File: src/rtl/ddr_cmd_pkg.sv
package ddr_cmd_pkg;
  typedef enum logic [2:0] {
    CMD_NOP, CMD_ACT, CMD_RD, CMD_WR, CMD_PRE, CMD_REF, CMD_SREF
  } cmd_e;

  typedef enum logic [1:0] {
    BK_IDLE, BK_OPEN, BK_CLOSING
  } bank_st_e;
endpackage

File: src/rtl/ddr_cmd_decode.sv
module ddr_cmd_decode
  import ddr_cmd_pkg::*;
(
  input  logic cs_ni,
  input  logic ras_ni,
  input  logic cas_ni,
  input  logic we_ni,
  input  logic cke_i,
  output cmd_e cmd_o
);
  always_comb begin
    cmd_o = CMD_NOP;
    if (!cs_ni) begin
      case ({ras_ni, cas_ni, we_ni})
        3'b011:  cmd_o = CMD_ACT;
        3'b101:  cmd_o = CMD_RD;
        3'b100:  cmd_o = CMD_WR;
        3'b010:  cmd_o = CMD_PRE;
        3'b001:  cmd_o = cke_i ? CMD_REF : CMD_SREF;
        default: cmd_o = CMD_NOP;
      endcase
    end
  end

  always_comb begin
    if (cs_ni) begin
      AST_CS_HIGH_NOP: assert (cmd_o == CMD_NOP);
    end
  end
endmodule

File: src/rtl/ddr_bank_slot.sv
module ddr_bank_slot
  import ddr_cmd_pkg::*;
#(
  parameter int ROW_W = 12,
  parameter int CNT_W = 2
) (
  input  logic             clk_i,
  input  logic             rst_ni,
  input  logic             do_act_i,
  input  logic             do_ap_i,
  input  logic             do_close_i,
  input  logic [CNT_W-1:0] ap_clks_i,
  input  logic [ROW_W-1:0] row_i,
  output logic             idle_o,
  output logic             open_o,
  output logic [ROW_W-1:0] row_o
);
  bank_st_e         state_q;
  logic [CNT_W-1:0] cnt_q;
  logic [ROW_W-1:0] row_q;

  always_ff @(posedge clk_i or negedge rst_ni) begin
    if (!rst_ni) begin
      state_q <= BK_IDLE;
      cnt_q   <= '0;
      row_q   <= '0;
    end else if (do_close_i) begin
      state_q <= BK_IDLE;
      cnt_q   <= '0;
      row_q   <= '0;
    end else if (do_act_i) begin
      state_q <= BK_OPEN;
      row_q   <= row_i;
    end else if (do_ap_i) begin
      state_q <= BK_CLOSING;
      cnt_q   <= ap_clks_i;
    end else if (state_q == BK_CLOSING) begin
      if (cnt_q == '0) begin
        state_q <= BK_IDLE;
        row_q   <= '0;
      end else begin
        cnt_q <= cnt_q - 1'b1;
      end
    end
  end

  assign idle_o = (state_q == BK_IDLE);
  assign open_o = (state_q == BK_OPEN);
  assign row_o  = row_q;

  AST_ACT_FROM_IDLE: assert property (@(posedge clk_i) disable iff (!rst_ni)
    do_act_i |-> state_q == BK_IDLE);
  AST_AP_FROM_OPEN: assert property (@(posedge clk_i) disable iff (!rst_ni)
    do_ap_i |-> state_q == BK_OPEN);
  AST_CLOSE_DONE: assert property (@(posedge clk_i) disable iff (!rst_ni)
    do_close_i |=> (state_q == BK_IDLE && row_q == '0));
  AST_AP_EXPIRES: assert property (@(posedge clk_i) disable iff (!rst_ni)
    (state_q == BK_CLOSING && cnt_q == '0 && !do_close_i) |=> state_q == BK_IDLE);
endmodule

File: src/rtl/ddr_cmd_tracker.sv
module ddr_cmd_tracker
  import ddr_cmd_pkg::*;
#(
  parameter int ROW_W     = 12,
  parameter int COL_W     = 10,
  parameter int BANK_W    = 2,
  parameter int AP_BIT    = 10,
  parameter int MAX_BURST = 8
) (
  input  logic                          clk_i,
  input  logic                          rst_ni,
  input  logic                          cs_ni,
  input  logic                          ras_ni,
  input  logic                          cas_ni,
  input  logic                          we_ni,
  input  logic                          cke_i,
  input  logic [BANK_W-1:0]             ba_i,
  input  logic [ROW_W-1:0]              addr_i,
  input  logic [1:0]                    bl_sel_i,
  output logic                          act_o,
  output logic                          rd_o,
  output logic                          wr_o,
  output logic                          pre_o,
  output logic                          ref_o,
  output logic                          sref_o,
  output logic                          ap_o,
  output logic                          pre_all_o,
  output logic                          err_o,
  output logic [BANK_W-1:0]             cmd_bank_o,
  output logic [ROW_W-1:0]              cmd_row_o,
  output logic [COL_W-1:0]              cmd_col_o,
  output logic [(1<<BANK_W)-1:0]        bank_active_o,
  output logic [(1<<BANK_W)*ROW_W-1:0]  open_row_o,
  output logic                          self_ref_o
);
  localparam int NUM_BANKS = 1 << BANK_W;
  localparam int CNT_W     = (MAX_BURST > 4) ? $clog2(MAX_BURST / 2) : 1;

  cmd_e                 cmd_raw, cmd;
  logic                 self_ref_q;
  logic [NUM_BANKS-1:0] bank_idle, bank_open;
  logic [ROW_W-1:0]     bank_row [NUM_BANKS];
  logic [CNT_W-1:0]     ap_clks;
  logic                 ap_bit, all_idle;
  logic                 act_ok, rd_ok, wr_ok, pre_ok, ref_ok, sref_ok, illegal;

  ddr_cmd_decode u_dec (
    .cs_ni (cs_ni),
    .ras_ni(ras_ni),
    .cas_ni(cas_ni),
    .we_ni (we_ni),
    .cke_i (cke_i),
    .cmd_o (cmd_raw)
  );

  // self-refresh masks every command
  assign cmd      = self_ref_q ? CMD_NOP : cmd_raw;
  assign ap_bit   = addr_i[AP_BIT];
  assign all_idle = &bank_idle;

  // countdown in clocks minus one: BL2 -> 0, BL4 -> 1, BL8 -> 3
  always_comb begin
    case (bl_sel_i)
      2'b00:   ap_clks = CNT_W'(0);
      2'b01:   ap_clks = CNT_W'(1);
      default: ap_clks = CNT_W'(MAX_BURST / 2 - 1);
    endcase
  end

  always_comb begin
    act_ok  = (cmd == CMD_ACT)  &&  bank_idle[ba_i];
    rd_ok   = (cmd == CMD_RD)   &&  bank_open[ba_i];
    wr_ok   = (cmd == CMD_WR)   &&  bank_open[ba_i];
    pre_ok  = (cmd == CMD_PRE);
    ref_ok  = (cmd == CMD_REF)  &&  all_idle;
    sref_ok = (cmd == CMD_SREF) &&  all_idle;
    illegal = ((cmd == CMD_ACT) && !bank_idle[ba_i]) ||
              ((cmd == CMD_RD || cmd == CMD_WR) && !bank_open[ba_i]) ||
              ((cmd == CMD_REF || cmd == CMD_SREF) && !all_idle);
  end

  generate
    for (genvar b = 0; b < NUM_BANKS; b++) begin : g_bank
      logic hit;
      assign hit = (ba_i == BANK_W'(b));
      ddr_bank_slot #(
        .ROW_W(ROW_W),
        .CNT_W(CNT_W)
      ) u_slot (
        .clk_i     (clk_i),
        .rst_ni    (rst_ni),
        .do_act_i  (act_ok && hit),
        .do_ap_i   ((rd_ok || wr_ok) && ap_bit && hit),
        .do_close_i(pre_ok && (ap_bit || hit)),
        .ap_clks_i (ap_clks),
        .row_i     (addr_i),
        .idle_o    (bank_idle[b]),
        .open_o    (bank_open[b]),
        .row_o     (bank_row[b])
      );
      assign open_row_o[b*ROW_W +: ROW_W] = bank_row[b];
    end
  endgenerate

  assign bank_active_o = ~bank_idle;

  always_ff @(posedge clk_i or negedge rst_ni) begin
    if (!rst_ni) begin
      act_o      <= 1'b0;
      rd_o       <= 1'b0;
      wr_o       <= 1'b0;
      pre_o      <= 1'b0;
      ref_o      <= 1'b0;
      sref_o     <= 1'b0;
      ap_o       <= 1'b0;
      pre_all_o  <= 1'b0;
      err_o      <= 1'b0;
      cmd_bank_o <= '0;
      cmd_row_o  <= '0;
      cmd_col_o  <= '0;
      self_ref_q <= 1'b0;
    end else begin
      act_o     <= act_ok;
      rd_o      <= rd_ok;
      wr_o      <= wr_ok;
      pre_o     <= pre_ok;
      ref_o     <= ref_ok;
      sref_o    <= sref_ok;
      ap_o      <= (rd_ok || wr_ok) && ap_bit;
      pre_all_o <= pre_ok && ap_bit;
      err_o     <= illegal;
      if (act_ok || rd_ok || wr_ok || pre_ok) begin
        cmd_bank_o <= ba_i;
        cmd_row_o  <= addr_i;
        cmd_col_o  <= addr_i[COL_W-1:0];
      end
      if (self_ref_q) begin
        if (cke_i) self_ref_q <= 1'b0;
      end else if (sref_ok) begin
        self_ref_q <= 1'b1;
      end
    end
  end

  assign self_ref_o = self_ref_q;

  AST_ONE_EVENT: assert property (@(posedge clk_i) disable iff (!rst_ni)
    $onehot0({act_o, rd_o, wr_o, pre_o, ref_o, sref_o, err_o}));
  AST_CS_QUIET: assert property (@(posedge clk_i) disable iff (!rst_ni)
    cs_ni |=> !(act_o || rd_o || wr_o || pre_o || ref_o || sref_o || err_o));
  AST_ACT_OPENS: assert property (@(posedge clk_i) disable iff (!rst_ni)
    act_o |-> bank_active_o[cmd_bank_o]);
  AST_REF_IDLE: assert property (@(posedge clk_i) disable iff (!rst_ni)
    ref_o |-> bank_active_o == '0);
  AST_SREF_IDLE: assert property (@(posedge clk_i) disable iff (!rst_ni)
    self_ref_o |-> bank_active_o == '0);
  AST_SREF_HOLD: assert property (@(posedge clk_i) disable iff (!rst_ni)
    (self_ref_o && !cke_i) |=> self_ref_o);
  AST_SREF_MUTE: assert property (@(posedge clk_i) disable iff (!rst_ni)
    self_ref_o |=> !(act_o || rd_o || wr_o || pre_o || ref_o || sref_o || err_o));
  AST_ERR_NO_STATE: assert property (@(posedge clk_i) disable iff (!rst_ni)
    err_o |-> $stable(cmd_row_o) && $stable(cmd_bank_o));
endmodule

File: config.mk
export PLATFORM = sky130hd
export DESIGN_NAME = ddr_cmd_tracker
export DESIGN_NICKNAME = d
export VERILOG_FILES = /design/src/rtl/ddr_cmd_pkg.sv /design/src/rtl/ddr_cmd_decode.sv /design/src/rtl/ddr_bank_slot.sv /design/src/rtl/ddr_cmd_tracker.sv
export SDC_FILE = /design/constraint.sdc
export NUM_CORES = 1
export LEC_CHECK = 0
export CORE_ASPECT_RATIO = 1.75
export CORE_MARGIN = 2
export CORE_UTILIZATION = 40
export CTS_CLUSTER_SIZE = 40
export DETAILED_ROUTE_END_ITERATION = 6
export DONT_BUFFER_PORTS = 1
export PLACE_DENSITY_LB_ADDON = 0.2
export SLEW_MARGIN = 20
export SYNTH_ARGS = -nofsm -noshare
export SYNTH_HDL_FRONTEND = slang
export SYNTH_HIERARCHICAL = 1
export SYNTH_SLANG_ARGS = --single-unit
File: constraint.sdc
create_clock -name clk_i -period 3.5 [get_ports clk_i]
set_input_delay 0.7 -clock clk_i [delete_from_list [all_inputs] [get_ports clk_i]]
set_output_delay 0.7 -clock clk_i [all_outputs]
set_load 0.01 [all_outputs]
# Yosys cells after proc, flatten, opt, wreduce, memory -nomap -nowiden
# Index checks and enable logic that the tools add are counted.
[word_totals]
register_bits = 98
in_bits = 23
output_inout_bits = 86
wordCells = 218
[op_classes]
add_sub_neg = 4
magnitude_cmp = 1
eq_ne = 35
muxes = 72
bitwise_logic = 1
reduce_logical = 80
[ops]
columns = ["cell", "n"]
rows = [
  ["$mux W12", 20],
  ["$mux W2", 41],
  ["$reduce_bool A3 Y1", 12],
  ["$reduce_bool A4 Y1", 8],
  ["$reduce_and A3 Y1", 8],
  ["$logic_and A1 B1 Y1", 22],
  ["$logic_not A2 Y1", 10],
  ["$eq A3 B3 Y1 const B", 5],
  ["$pmux W3 S5", 1],
  ["$eq A2 B1 Y1 const B", 6],
  ["$eq A2 B2 Y1 const B", 6],
  ["$eq A3 B2 Y1 const B", 4],
  ["$logic_or A1 B1 Y1", 12],
  ["$ne A3 B1 Y1 const B", 4],
  ["$ne A3 B2 Y1 const B", 4],
  ["$ne A2 B2 Y1 const B", 4],
  ["$reduce_and A2 Y1", 4],
  ["$sub A2 B1 Y2 const B", 4],
  ["$eq A3 B1 Y1 const B", 2],
  ["$mux W3", 2],
  ["$mux W1", 5],
  ["$bmux W1 S2", 2],
  ["$not A4 Y4", 1],
  ["$pmux W2 S2", 1],
  ["3 further kinds", 5],
]

# Logic depth before layout (Yosys ltp)
# Gate-level depths: netlist of the first run.
[logic_depth]
depth_word = 12
mapped_depth = 12
depth_no_buf = 10

# By module
# Netlist of the first run, hierarchy kept.
[modules_own_cells]
columns = ["mod", "instances", "cells_each", "area_each_um2", "seq_area_each_um2"]
rows = [
  ["ddr_bank_slot (g_bank[1].u_slot ...)", 3, 55, 705.7, 400.4],
  ["ddr_cmd_tracker", 1, 105, 1266.2, 600.6],
  ["ddr_bank_slot (g_bank[0].u_slot)", 1, 55, 709.4, 400.4],
  ["ddr_cmd_decode", 1, 9, 50.0, 0.0],
]

# Least setup slack after synthesis of the first run
# Ideal clock, no wire load.
[synth_timing]
path_kind = "input to register"
start = "in ras_ni"
end = "reg g_bank[0].u_slot.row_q[0]"
setup_ns = 0.065
arrival_time_ns = 2.712
t_required_ns = 3.435
path_slack_ns = 0.722
path_stages = 8
path_buffers = 1
path_cell_list = "inv_1 > or3_1 > a21oi_1 > nand4b_1 > nor3_1 > nor2b_1 > buf_2 > a22o_1"
[synth_via]
elab_chain_cells = 11
elab_cells_between_ends = 26
classes_between = "10 x eq/ne; 5 x mux; 11 x reduce/logical"
[synth_rtl]
columns = ["element", "line_no", "text"]
rows = [
  ["from (decl)", "ddr_cmd_tracker.sv:13", "input logic ras_ni,"],
  ["$eq A3 B1 Y1 (tied with other cells)", "ddr_cmd_decode.sv:14", "case ({ras_ni, cas_ni, we_ni})"],
  ["$pmux W3 S5 *", "ddr_cmd_decode.sv:14", ""],
  ["$mux W3 *", "ddr_cmd_decode.sv:13", "if (!cs_ni) begin"],
  ["named net cmd_raw[0]", "ddr_cmd_tracker.sv:39", "cmd_e cmd_raw, cmd;"],
  ["$mux W3 *", "ddr_cmd_tracker.sv:57", "assign cmd = self_ref_q ? CMD_NOP : cmd_raw;"],
  ["$eq A3 B2 Y1 (on tied branches)", "ddr_cmd_tracker.sv:72, ddr_cmd_tracker.sv:73", ""],
  ["$logic_and A1 B1 Y1 (on tied branches)", "ddr_cmd_tracker.sv:72, ddr_cmd_tracker.sv:73", ""],
  ["$logic_or A1 B1 Y1", "ddr_cmd_tracker.sv:93", ".do_ap_i ((rd_ok || wr_ok) && ap_bit && hit),"],
  ["$logic_and A1 B1 Y1 (2 in a row)", "ddr_cmd_tracker.sv:93", ""],
  ["$ne A3 B2 Y1 (no source line)", "-", ""],
  ["$reduce_and A3 Y1 (no source line)", "-", ""],
  ["to (signal assigned)", "ddr_bank_slot.sv:33", "row_q <= row_i;"],
  ["to (decl)", "ddr_bank_slot.sv:20", "logic [ROW_W-1:0] row_q;"],
]
# The timed path passes the listed nets; every way through them passes the cells marked *.
# A chain may end at the register's enable or synchronous reset.

# Worst setup path in the final report of the first run
[layout_timing]
start = "reg g_bank[1].u_slot.state_q[0]"
end = "reg g_bank[2].u_slot.row_q[2]"
[layout_via]
elab_chain_cells = 9
elab_cells_between_ends = 19
classes_between = "2 x eq/ne; 6 x mux; 11 x reduce/logical"
[layout_rtl]
columns = ["element", "line_no", "text"]
rows = [
  ["from (decl)", "ddr_bank_slot.sv:18", "bank_st_e state_q;"],
  ["from (signal assigned)", "ddr_bank_slot.sv:24", "state_q <= BK_IDLE;"],
  ["from (signal assigned)", "ddr_bank_slot.sv:28", "state_q <= BK_IDLE;"],
  ["from (signal assigned)", "ddr_bank_slot.sv:32", "state_q <= BK_OPEN;"],
  ["$eq A2 B1 Y1 *", "ddr_bank_slot.sv:48", "assign open_o = (state_q == BK_OPEN);"],
  ["named net bank_open[1]", "ddr_cmd_tracker.sv:41", "logic [NUM_BANKS-1:0] bank_idle, bank_open;"],
  ["$bmux W1 S2 *", "ddr_cmd_tracker.sv:72, ddr_cmd_tracker.sv:73", ""],
  ["$mux W1 (not written as such) *", "ddr_cmd_tracker.sv:72, ddr_cmd_tracker.sv:73", ""],
  ["$logic_and A1 B1 Y1 (on tied branches)", "ddr_cmd_tracker.sv:72, ddr_cmd_tracker.sv:73", ""],
  ["$logic_or A1 B1 Y1 *", "ddr_cmd_tracker.sv:93", ""],
  ["$logic_and A1 B1 Y1 * (2 in a row)", "ddr_cmd_tracker.sv:93", ""],
  ["$ne A3 B2 Y1 (no source line) *", "-", ""],
  ["$reduce_and A3 Y1 (no source line) *", "-", ""],
  ["to (signal assigned)", "ddr_bank_slot.sv:33", ""],
  ["to (decl)", "ddr_bank_slot.sv:20", ""],
]
# The timed path passes the listed nets; every way through them passes the cells marked *. The select of a mux whose other input is x is not followed.

==> flow_summary_export.csv, run 1 <==
group,metric,value,unit
flow_run,maxCapViolCount,0,
synthesis,synth_fp_nets,361,
power,p_comb_share,20.6,%
power,ir_drop,0.000295,V
synthesis,syn_inst,334,
worst_setup_path,endpoint_kind,"register",
sta,slew_viol_final,0,
synthesis,synth_seq_cells,88,
die,initial_core_util,40.7,%
worst_setup_path,crit-reg2reg-launch,"g_bank[1].u_slot/state_q[0]$_DFFE_PN0P_",
synthesis,yosysTopAreaCell,"dfrtp_1",
layout,syn2layout_area_growth,7.91,%
layout,postLayoutCoreUtil,43.9,%
place,routabilityCongestion,0.819,
worst_setup_path,reg2reg_slack,0.61,ns
place,post-dp-hpwl,7.14,mm
layout,nNetsFinal,362,
worst_setup_path,path_cells,"nor2b_1 > mux4_2 > nand3_1 > buf_4 > nor2_1 > nor4bb_4 > nor3_2 > a22o_1",
die,rows,49,
worst_setup_path,worstSetupPathType,"reg -> reg",
worst_setup_path,crit_required,3.77,ns
grt,grt_overflow,0,
grt,grt_use_total,18.4,%
cts,ctsResizeCount,0,
power,clockPowerShare,28.9,%
route,drc,0,
sta,fin_tns_setup,0,ns
grt,grt_max_degree,89,
place,portBuffers,0,
sta,tightest_slew,0.986,ns
route,vias,2656,
worst_setup_path,ff2ff_path_depth,8,
sta,hold_viol_final,0,
worst_setup_path,start_kind,"register",
synthesis,syn_area,4140,um^2
power,seqPwrFrac,50.4,%
die,die_w,80.9,um
power,total_power,3060,uW
route,drt_first_pass_iters,4,
sta,whs,0.0515,ns
synthesis,yosys.cell_types.count,47,
synthesis,synth-main-ff-cell,"dfrtp_1",
power,powerDensity,685,nW/um^2
die,core,10200,um^2
layout,final_cell_mix,"88 x dfrtp_1, 48 x a22o_1, 23 x nor2_1",
grt,grt_pass1_vias,2721,
layout,final_layout_size_suffix_gt1_share,18.6,%
worst_setup_path,slowest_delay,0.74,ns
die,die_y,139,um
sta,period_needed,2.89,ns
hold_path,worstHoldPathType,"in -> async",
sta,finalCritPeriodShare,82.5,%
cts,clock-sinks,88,
cts,cts.clk_slew.worst_paths,0.06,ns
cts,cts_tree,"yes",
synthesis,syn_avg_cell_area,12.4,um^2
worst_setup_path,path_max_fanout,13,
outcome,status,"finished, final reports clean",
route,drtIter0Drc,119,
synthesis,synth_area_leaders,"dfrtp_1 53%, a22o_1 10%, mux2_4 3.6%",
layout,antenna_cells,0,
layout,layout_commonest_cell,"dfrtp_1",
synthesis,seq_area_frac_synth,53.2,%
synthesis,yosys_warnings,6,
grt,grt_pass1_wl,15.7,mm
worst_setup_path,crit_arrival,3.16,ns
grt,grt_antenna_before_repair,0,
cts,cts_setup_buffers,0,
sta,finClkSkew,0.00433,ns
worst_setup_path,r2r-end,"g_bank[2].u_slot/row_o[2]$_DFFE_PN0P_",
die,io_pins,109,
power,swShare,32.3,%
route,viasPerCell,5.70,
cts,cts_hold_buf,0,
route,drt_wl_total,10.0,mm
cts,clockRootBuffer,"clkbuf_16",
cts,htree_levels,3,
cts,cts_buffers,9,
synthesis,yosysTopAreaCellShare,53.2,%
synthesis,synthArstFlopShare,100,%
cts,insertion_delay,0.34,ns
sta,finalSetupViolations,0,
synthesis,synth-edff-count,0,
route,ant_nets,0,
sta,fmax,0.346,GHz
sta,max_slew_margin,33.9,%
sta,grt_setup_unrepaired,"false",
die,dieArea,11200,um^2
route,wl_per_cell,21.5,um
worst_setup_path,crit_path_top_delay_cell,"nor3_2",
power,p_switching,989,uW
cts,clockBufferDepth,2,
power,total_leakage_power,0.00204,uW
power,p_int,2070,uW
==> sequential cells by signal (all words and copies together) (netlist names), 2 cells and up <==
register,cells
g_bank.u_slot/row_o,48
g_bank.u_slot/state_q,8
g_bank.u_slot/cnt_q,8
cmd_row_o,12
cmd_bank_o,2
==> final cells by class <==
class	instances	area (um^2)
multi-input combinational	197	1630
clock inverter	6	45.0
inverter	22	82.6
sequential	88	2200
clock buffer	9	225
fill	963	5710
timing repair buffer	17	128
tap	127	159
==> metal layers <==
metal / up-vias / track usage [%] / part of all wire, %
met2: 82 / 31.1 / 52
met4: 0 / 7.40 / 2.4
met1: 1357 / 22.1 / 40
met5: - / 0 / 0
li1: 1205 / - / -
met3: 12 / 4.43 / 5.9
==> Yosys cell counts (2+ instances only) <==
cell      number
mux4_2         2
nor4bb_4       4
mux2i_1        2
a22o_1        48
nand2_1        9
nand3b_1       5
a221oi_1       4
a21boi_0       3
o21a_1         5
ha_1           4
nor3b_2        4
and4_1         2
and3_1         2
dfrtp_1       88
o21bai_1       4
buf_6          9
buf_4         10
clkbuf_1       2
inv_1         22
nand2b_1       3
nor3_2         4
nor2_1        23
mux2_2         4
mux2_4        10
buf_2          4
a41oi_1        3
a21oi_1        6
nor2b_1       11
a211oi_1       4
nor3_1        10
or2_1          4
or3_1          4
==> cells by family after synthesis <==
family	count (synthesis)	synth area share (%)
muxes	18	6.28
and+or+nand+nor	91	14.8
buffers and inverters	49	7.52
DFF	88	53.2
AOI/OAI and AO/OA	83	16.8
xor gates and xnor gates	1	0.211
adders and majority gates	4	1.21
==> power groups by stage <==
stage / clock network [uW] / logic (uW) / registers [uW]
3_3_place_gp: 0 / 614 / 1560
5_1_grt: 956 / 700 / 1580
4_1_cts: 906 / 639 / 1550
2_1_floorplan: 0 / 615 / 1480
6_report: 886 / 631 / 1540
3_5_place_dp: 0 / 637 / 1560
==> critical path: cells and delay by family, from the launching register on <==
family	cells	cell delay, ns
buf+inv	1	0.21
simple gates	5	1.52
compound gates	1	0.27
mux	1	0.37
flops	1	0.45
==> worst max path at each step <==
| stage | start | end |
|---|---|---|
| 2_1_floorplan | ras_ni | g_bank[0].u_slot/row_o[0]$_DFFE_PN0P_ |
| 3_3_place_gp | ras_ni | g_bank[2].u_slot/row_o[3]$_DFFE_PN0P_ |
| 3_5_place_dp | cke_i | g_bank[2].u_slot/row_o[2]$_DFFE_PN0P_ |
| 4_1_cts | g_bank[1].u_slot/state_q[0]$_DFFE_PN0P_ | g_bank[2].u_slot/row_o[2]$_DFFE_PN0P_ |
| 5_1_grt | g_bank[1].u_slot/state_q[0]$_DFFE_PN0P_ | g_bank[2].u_slot/row_o[2]$_DFFE_PN0P_ |
| 6_report | g_bank[1].u_slot/state_q[0]$_DFFE_PN0P_ | g_bank[2].u_slot/row_o[2]$_DFFE_PN0P_ |
==> per-stage QoR <==
| stage | cell area, um^2 | std cells | worst slack [ns] |
|---|---|---|---|
| after floorplan | 4140 | 334 | 0.722 |
| final | 4470 | 466 | 0.611 |
| after detailed placement | 4200 | 451 | 0.389 |
| after CTS | 4470 | 466 | 0.617 |
| after global routing | 4470 | 466 | 0.437 |
| after global placement | 4200 | 451 | 0.399 |
Power figures use the tool's default switching activity.
==> inputs of run 2 (changes only) <==
Clock period 3.5 ns to 2.5 ns, I/O delays scaled along.
==> flow_summary_export.csv, run 2 (synthesized netlist as in run 1, its figures left out) <==
group,metric,value,unit
outcome,status,"complete, but fails checks",
outcome,failed_checks,"negative hold slack",
die,io_pins,109,
flow_run,maxCapViolCount,0,
layout,seq_area,2200,um^2
die,die_w,80.9,um
sta,finalSetupViolations,0,
cts,cts_setup_buffers,0,
layout,antenna_cells,0,
sta,tightest_slew,0.601,ns
layout,largest_reg_flops,48,
cts,clock-sinks,88,
power,powerDensity,974,nW/um^2
die,core,10200,um^2
sta,max_slew_margin,59.8,%
sta,fmax,0.418,GHz
place,routabilityCongestion,0.798,
power,ir_drop,0.000724,V
die,initial_core_util,40.7,%
route,drt_first_pass_iters,4,
sta,finClkSkew,0.00885,ns
route,drc,0,
worst_setup_path,slowest_delay,0.51,ns
grt,grt_pass1_vias,2744,
grt,grt_overflow,0,
sta,grt_setup_unrepaired,"false",
sta,slew_viol_final,0,
route,ant_nets,0,
cts,cts_buffers,9,
worst_setup_path,crit-reg2reg-launch,"g_bank[0].u_slot/state_q[0]$_DFFE_PN0P_",
die,die_y,139,um
die,dieArea,11200,um^2
route,viasPerCell,5.75,
layout,multiInputGateArea,1670,um^2
sta,setup_ws,0.108,ns
layout,layout_commonest_cell,"dfrtp_1",
place,pre_cts_ws,-0.191,ns
layout,n_fill_cell,938,
place,portBuffers,0,
place,place_area,4370,um^2
worst_setup_path,worstSetupPathType,"reg -> reg",
grt,grt_use_total,19.0,%
sta,period_needed,2.39,ns
grt,grt_antenna_before_repair,0,
cts,insertion_delay,0.34,ns
cts,htree_levels,3,
worst_setup_path,start_kind,"register",
hold_path,worstHoldPathType,"in -> async",
place,post-dp-hpwl,7.64,mm
sta,finalCritPeriodShare,95.7,%
die,rows,49,
sta,whs,-0.151,ns
worst_setup_path,path_cells,"nor2b_1 > mux4_2 > nand3_1 > nor3_1 > buf_4 > nor4bb_4 > nor3_4 > a22o_1",
route,wl_per_cell,21.5,um
cts,clockBufferDepth,2,
grt,grt_pass1_wl,15.8,mm
worst_setup_path,ff2ff_path_depth,8,
worst_setup_path,r2r-end,"g_bank[0].u_slot/row_o[4]$_DFFE_PN0P_",
layout,final_cell_mix,"88 x dfrtp_1, 48 x a22o_1, 35 x buf_4",
cts,clockRootBuffer,"clkbuf_16",
cts,cts.clk_slew.worst_paths,0.06,ns
grt,grt_max_degree,89,
worst_setup_path,crit_required,2.73,ns
worst_setup_path,endpoint_kind,"register",
sta,hold_viol_final,88,
layout,syn2layout_area_growth,13.8,%
worst_setup_path,crit_path_top_delay_cell,"mux4_2",
layout,final_layout_size_suffix_gt1_share,23.7,%
route,drtIter0Drc,119,
layout,final_area,4710,um^2
route,vias,2791,
worst_setup_path,reg2reg_slack,0.11,ns
worst_setup_path,path_max_fanout,13,
power,total_leakage_power,0.00218,uW
worst_setup_path,crit_arrival,2.62,ns
route,drt_wl_total,10.4,mm
cts,cts_tree,"yes",
layout,nNetsFinal,381,
run 2: layer usage:
layer | track usage, % | vias to the layer above | share of wire, %
li1 | - | 1247 | -
met1 | 20.5 | 1433 | 36
met2 | 34.4 | 97 | 55
met3 | 5.08 | 14 | 6.4
met4 | 6.78 | 0 | 2.2
met5 | 0 | - | 0
run 2: layout make-up:
type,instances,area share [%]
clock inverter,6,1.96
sequential,88,46.7
tap,127,3.37
timing repair buffer,36,6.00
clock buffer,9,4.78
inverter,22,1.75
multi-input combinational,197,35.4
run 2: worst max-delay path: cells and delay by family (launching register included):
family,cells,cell delay (ns)
compound gates,1,0.26
simple gates,5,0.96
flops,1,0.39
buf+inv,1,0.15
mux,1,0.51
run 2: where the power goes:
part           leakage [uW]  switching, uW  internal (uW)  total [uW]
Clock              0.000149            576            877        1450
Combinational      0.000872            439            564        1000
Sequential          0.00116            396           1740        2140
run 2: what timing repair did:
action,4_1_cts,5_1_grt
gates cloned,0,0
endpoints found under the hold margin,88,88
endpoints found under the setup margin,31,36
resized for setup,4,1
run 2: stage by stage:
step                      power, uW  util, %  TNS (ns)  cells
final                          4590     46.3         0    485
after global routing           4840     46.3         0    485
after CTS                      4630     46.3         0    485
after detailed placement       3170     42.9     -7.60    470
after global placement         3130     42.9     -5.21    470
after floorplan                2930        -         0    334
run 2: worst max-delay path by stage:
| stage | startpoint | to | cells past startpoint |
|---|---|---|---|
| 5_1_grt | g_bank[0].u_slot/state_q[1]$_DFFE_PN0P_ | g_bank[2].u_slot/row_o[11]$_DFFE_PN0P_ | 6 |
| 3_5_place_dp | we_ni | g_bank[1].u_slot/row_o[6]$_DFFE_PN0P_ | 9 |
| 4_1_cts | self_ref_o$_DFF_PN0_ | g_bank[3].u_slot/row_o[10]$_DFFE_PN0P_ | 7 |
| 6_report | g_bank[0].u_slot/state_q[0]$_DFFE_PN0P_ | g_bank[0].u_slot/row_o[4]$_DFFE_PN0P_ | 8 |
| 3_3_place_gp | we_ni | g_bank[1].u_slot/row_o[2]$_DFFE_PN0P_ | 9 |
| 2_1_floorplan | ras_ni | g_bank[2].u_slot/row_o[0]$_DFFE_PN0P_ | 8 |
==> inputs of run 3 (changes only) <==
Settings changed: CORE_UTILIZATION 40 to 50.
==> flow_summary_export.csv, run 3 (synthesized netlist as in run 1, its figures left out) <==
group,metric,value,unit
sta,fin_tns_setup,0,ns
worst_setup_path,crit_arrival,2.58,ns
layout,syn2layout_area_growth,12.3,%
place,post-dp-hpwl,7.08,mm
grt,grt_overflow,0,
worst_setup_path,path_cells,"nor2b_1 > mux4_2 > nand3_1 > buf_4 > nor2_1 > nor4bb_4 > nor3_2 > buf_12 > a22o_1",
layout,largest_reg_flops,48,
cts,clock-sinks,88,
power,clockPowerShare,29.0,%
cts,htree_levels,3,
place,routabilityCongestion,0.830,
die,die_y,124,um
die,initial_core_util,50.8,%
worst_setup_path,crit_path_top_delay_cell,"mux4_2",
sta,period_needed,2.35,ns
sta,fmax,0.425,GHz
grt,grt_use_total,21.8,%
sta,whs,-0.145,ns
route,drc,0,
layout,final_layout_size_suffix_gt1_share,24.2,%
layout,nNetsFinal,382,
cts,clockRootBuffer,"clkbuf_16",
power,powerDensity,951,nW/um^2
die,core,8150,um^2
die,die_w,72.8,um
route,wl_per_cell,21.2,um
route,drt_first_pass_iters,4,
route,drt_wl_total,9.58,mm
cts,insertion_delay,0.33,ns
route,ant_nets,0,
layout,final_cell_mix,"88 x dfrtp_1, 48 x a22o_1, 35 x buf_4",
sta,slew_viol_final,0,
worst_setup_path,crit_family,"simple AND/OR/NAND/NOR gates",
worst_setup_path,endpoint_kind,"register",
worst_setup_path,start_kind,"register",
die,dieArea,9060,um^2
power,p_comb_share,23.0,%
worst_setup_path,slowest_delay,0.49,ns
place,portBuffers,0,
sta,hold_viol_final,88,
power,swShare,31.6,%
sta,finClkSkew,0.00501,ns
sta,tightest_slew,0.652,ns
flow_run,maxCapViolCount,0,
sta,finalCritPeriodShare,94.2,%
grt,grt_pass1_wl,15.0,mm
cts,clockBufferDepth,2,
outcome,failed_checks,"negative hold slack",
grt,grt_max_degree,89,
layout,antenna_cells,0,
hold_path,worstHoldPathType,"in -> async",
route,vias,2749,
layout,layout_commonest_cell,"dfrtp_1",
die,rows,44,
power,ir_drop,0.000410,V
power,p_int,3020,uW
grt,grt_antenna_before_repair,0,
power,seqPwrFrac,48.0,%
grt,grt_pass1_vias,2749,
cts,cts_tree,"yes",
outcome,status,"complete, but fails checks",
route,viasPerCell,6.08,
cts,cts.clk_slew.worst_paths,0.07,ns
worst_setup_path,reg2reg_slack,0.15,ns
power,p_switching,1400,uW
route,drtIter0Drc,126,
sta,max_slew_margin,56.1,%
worst_setup_path,crit_required,2.72,ns
worst_setup_path,path_max_fanout,13,
sta,finalSetupViolations,0,
die,io_pins,109,
sta,grt_setup_unrepaired,"false",
power,total_leakage_power,0.00217,uW
cts,cts_setup_buffers,0,
power,total_power,4420,uW
worst_setup_path,worstSetupPathType,"reg -> reg",
cts,cts_buffers,9,
worst_setup_path,path_buf_inv,2,
[run 3: layer usage]
metal | global-route usage [%] | share of wire, % | routed length (um) | vias to the layer above
met4 | 10.2 | 3.3 | 319 | 0
met1 | 24.4 | 38 | 3640 | 1389
met2 | 37.6 | 54 | 5160 | 90
met5 | 0 | 0 | 0 | -
li1 | - | - | - | 1248
met3 | 5.26 | 4.7 | 453 | 22
[run 3: power by group through the flow]
stage | clock [uW] | sequential (uW) | combinational (uW)
floorplan | 0 | 2070 | 862
global placement | 0 | 2150 | 981
detailed placement | 0 | 2150 | 1000
CTS | 1310 | 2130 | 1020
global route | 1360 | 2170 | 1130
finish | 1280 | 2120 | 1020
[run 3: metrics by stage]
| stage | instances | instance area (um^2) | setup WS (ns) | util (%) |
|---|---|---|---|---|
| 2_1_floorplan | 334 | 4150 | 0.0736 | - |
| 3_3_place_gp | 436 | 4340 | -0.111 | 53.3 |
| 3_5_place_dp | 436 | 4340 | -0.107 | 53.3 |
| 4_1_cts | 452 | 4640 | 0.0159 | 57.0 |
| 5_1_grt | 452 | 4650 | 0.00859 | 57.1 |
| 6_report | 452 | 4650 | 0.145 | 57.1 |
[run 3: timing repair]
action / CTS / global route
pin swaps: 0 / 1
gates cloned: 0 / 0
resized for setup: 2 / 2
setup endpoints to repair: 25 / 18
endpoints found under the hold margin: 88 / 88
[run 3: worst paths after layout]
| check | cells after the start | to | from |
|---|---|---|---|
| setup / recovery | 9 | g_bank[2].u_slot/row_o[7]$_DFFE_PN0P_ | g_bank[0].u_slot/state_q[0]$_DFFE_PN0P_ |
| hold / removal | 0 | cmd_row_o[3]$_DFFE_PN0P_ | rst_ni |
| setup reg to reg | 9 | g_bank[2].u_slot/row_o[7]$_DFFE_PN0P_ | g_bank[0].u_slot/state_q[0]$_DFFE_PN0P_ |
| hold reg to reg | 2 | g_bank[3].u_slot/cnt_q[1]$_DFFE_PN0P_ | g_bank[3].u_slot/cnt_q[1]$_DFFE_PN0P_ |
| max in group asynchronous | 0 | cmd_row_o[5]$_DFFE_PN0P_ | rst_ni |
| min in group clk_i | 1 | g_bank[2].u_slot/row_o[0]$_DFFE_PN0P_ | addr_i[0] |
[run 3: layout make-up]
class	count	area, um^2
multi-input combinational	197	1660
tap	92	115
inverter	22	82.6
fill	679	3500
clock inverter	6	50.0
sequential	88	2200
clock buffer	10	239
timing repair buffer	37	303
[run 3: worst reg2reg max path: cells and delay by family (launching register included)]
| family | cells | cell delay, ns |
|---|---|---|
| AO/OA/AOI/OAI | 1 | 0.24 |
| buffers and inverters | 2 | 0.34 |
| flip-flops | 1 | 0.37 |
| multiplexers | 1 | 0.49 |
| AND/OR/NAND/NOR | 5 | 0.80 |
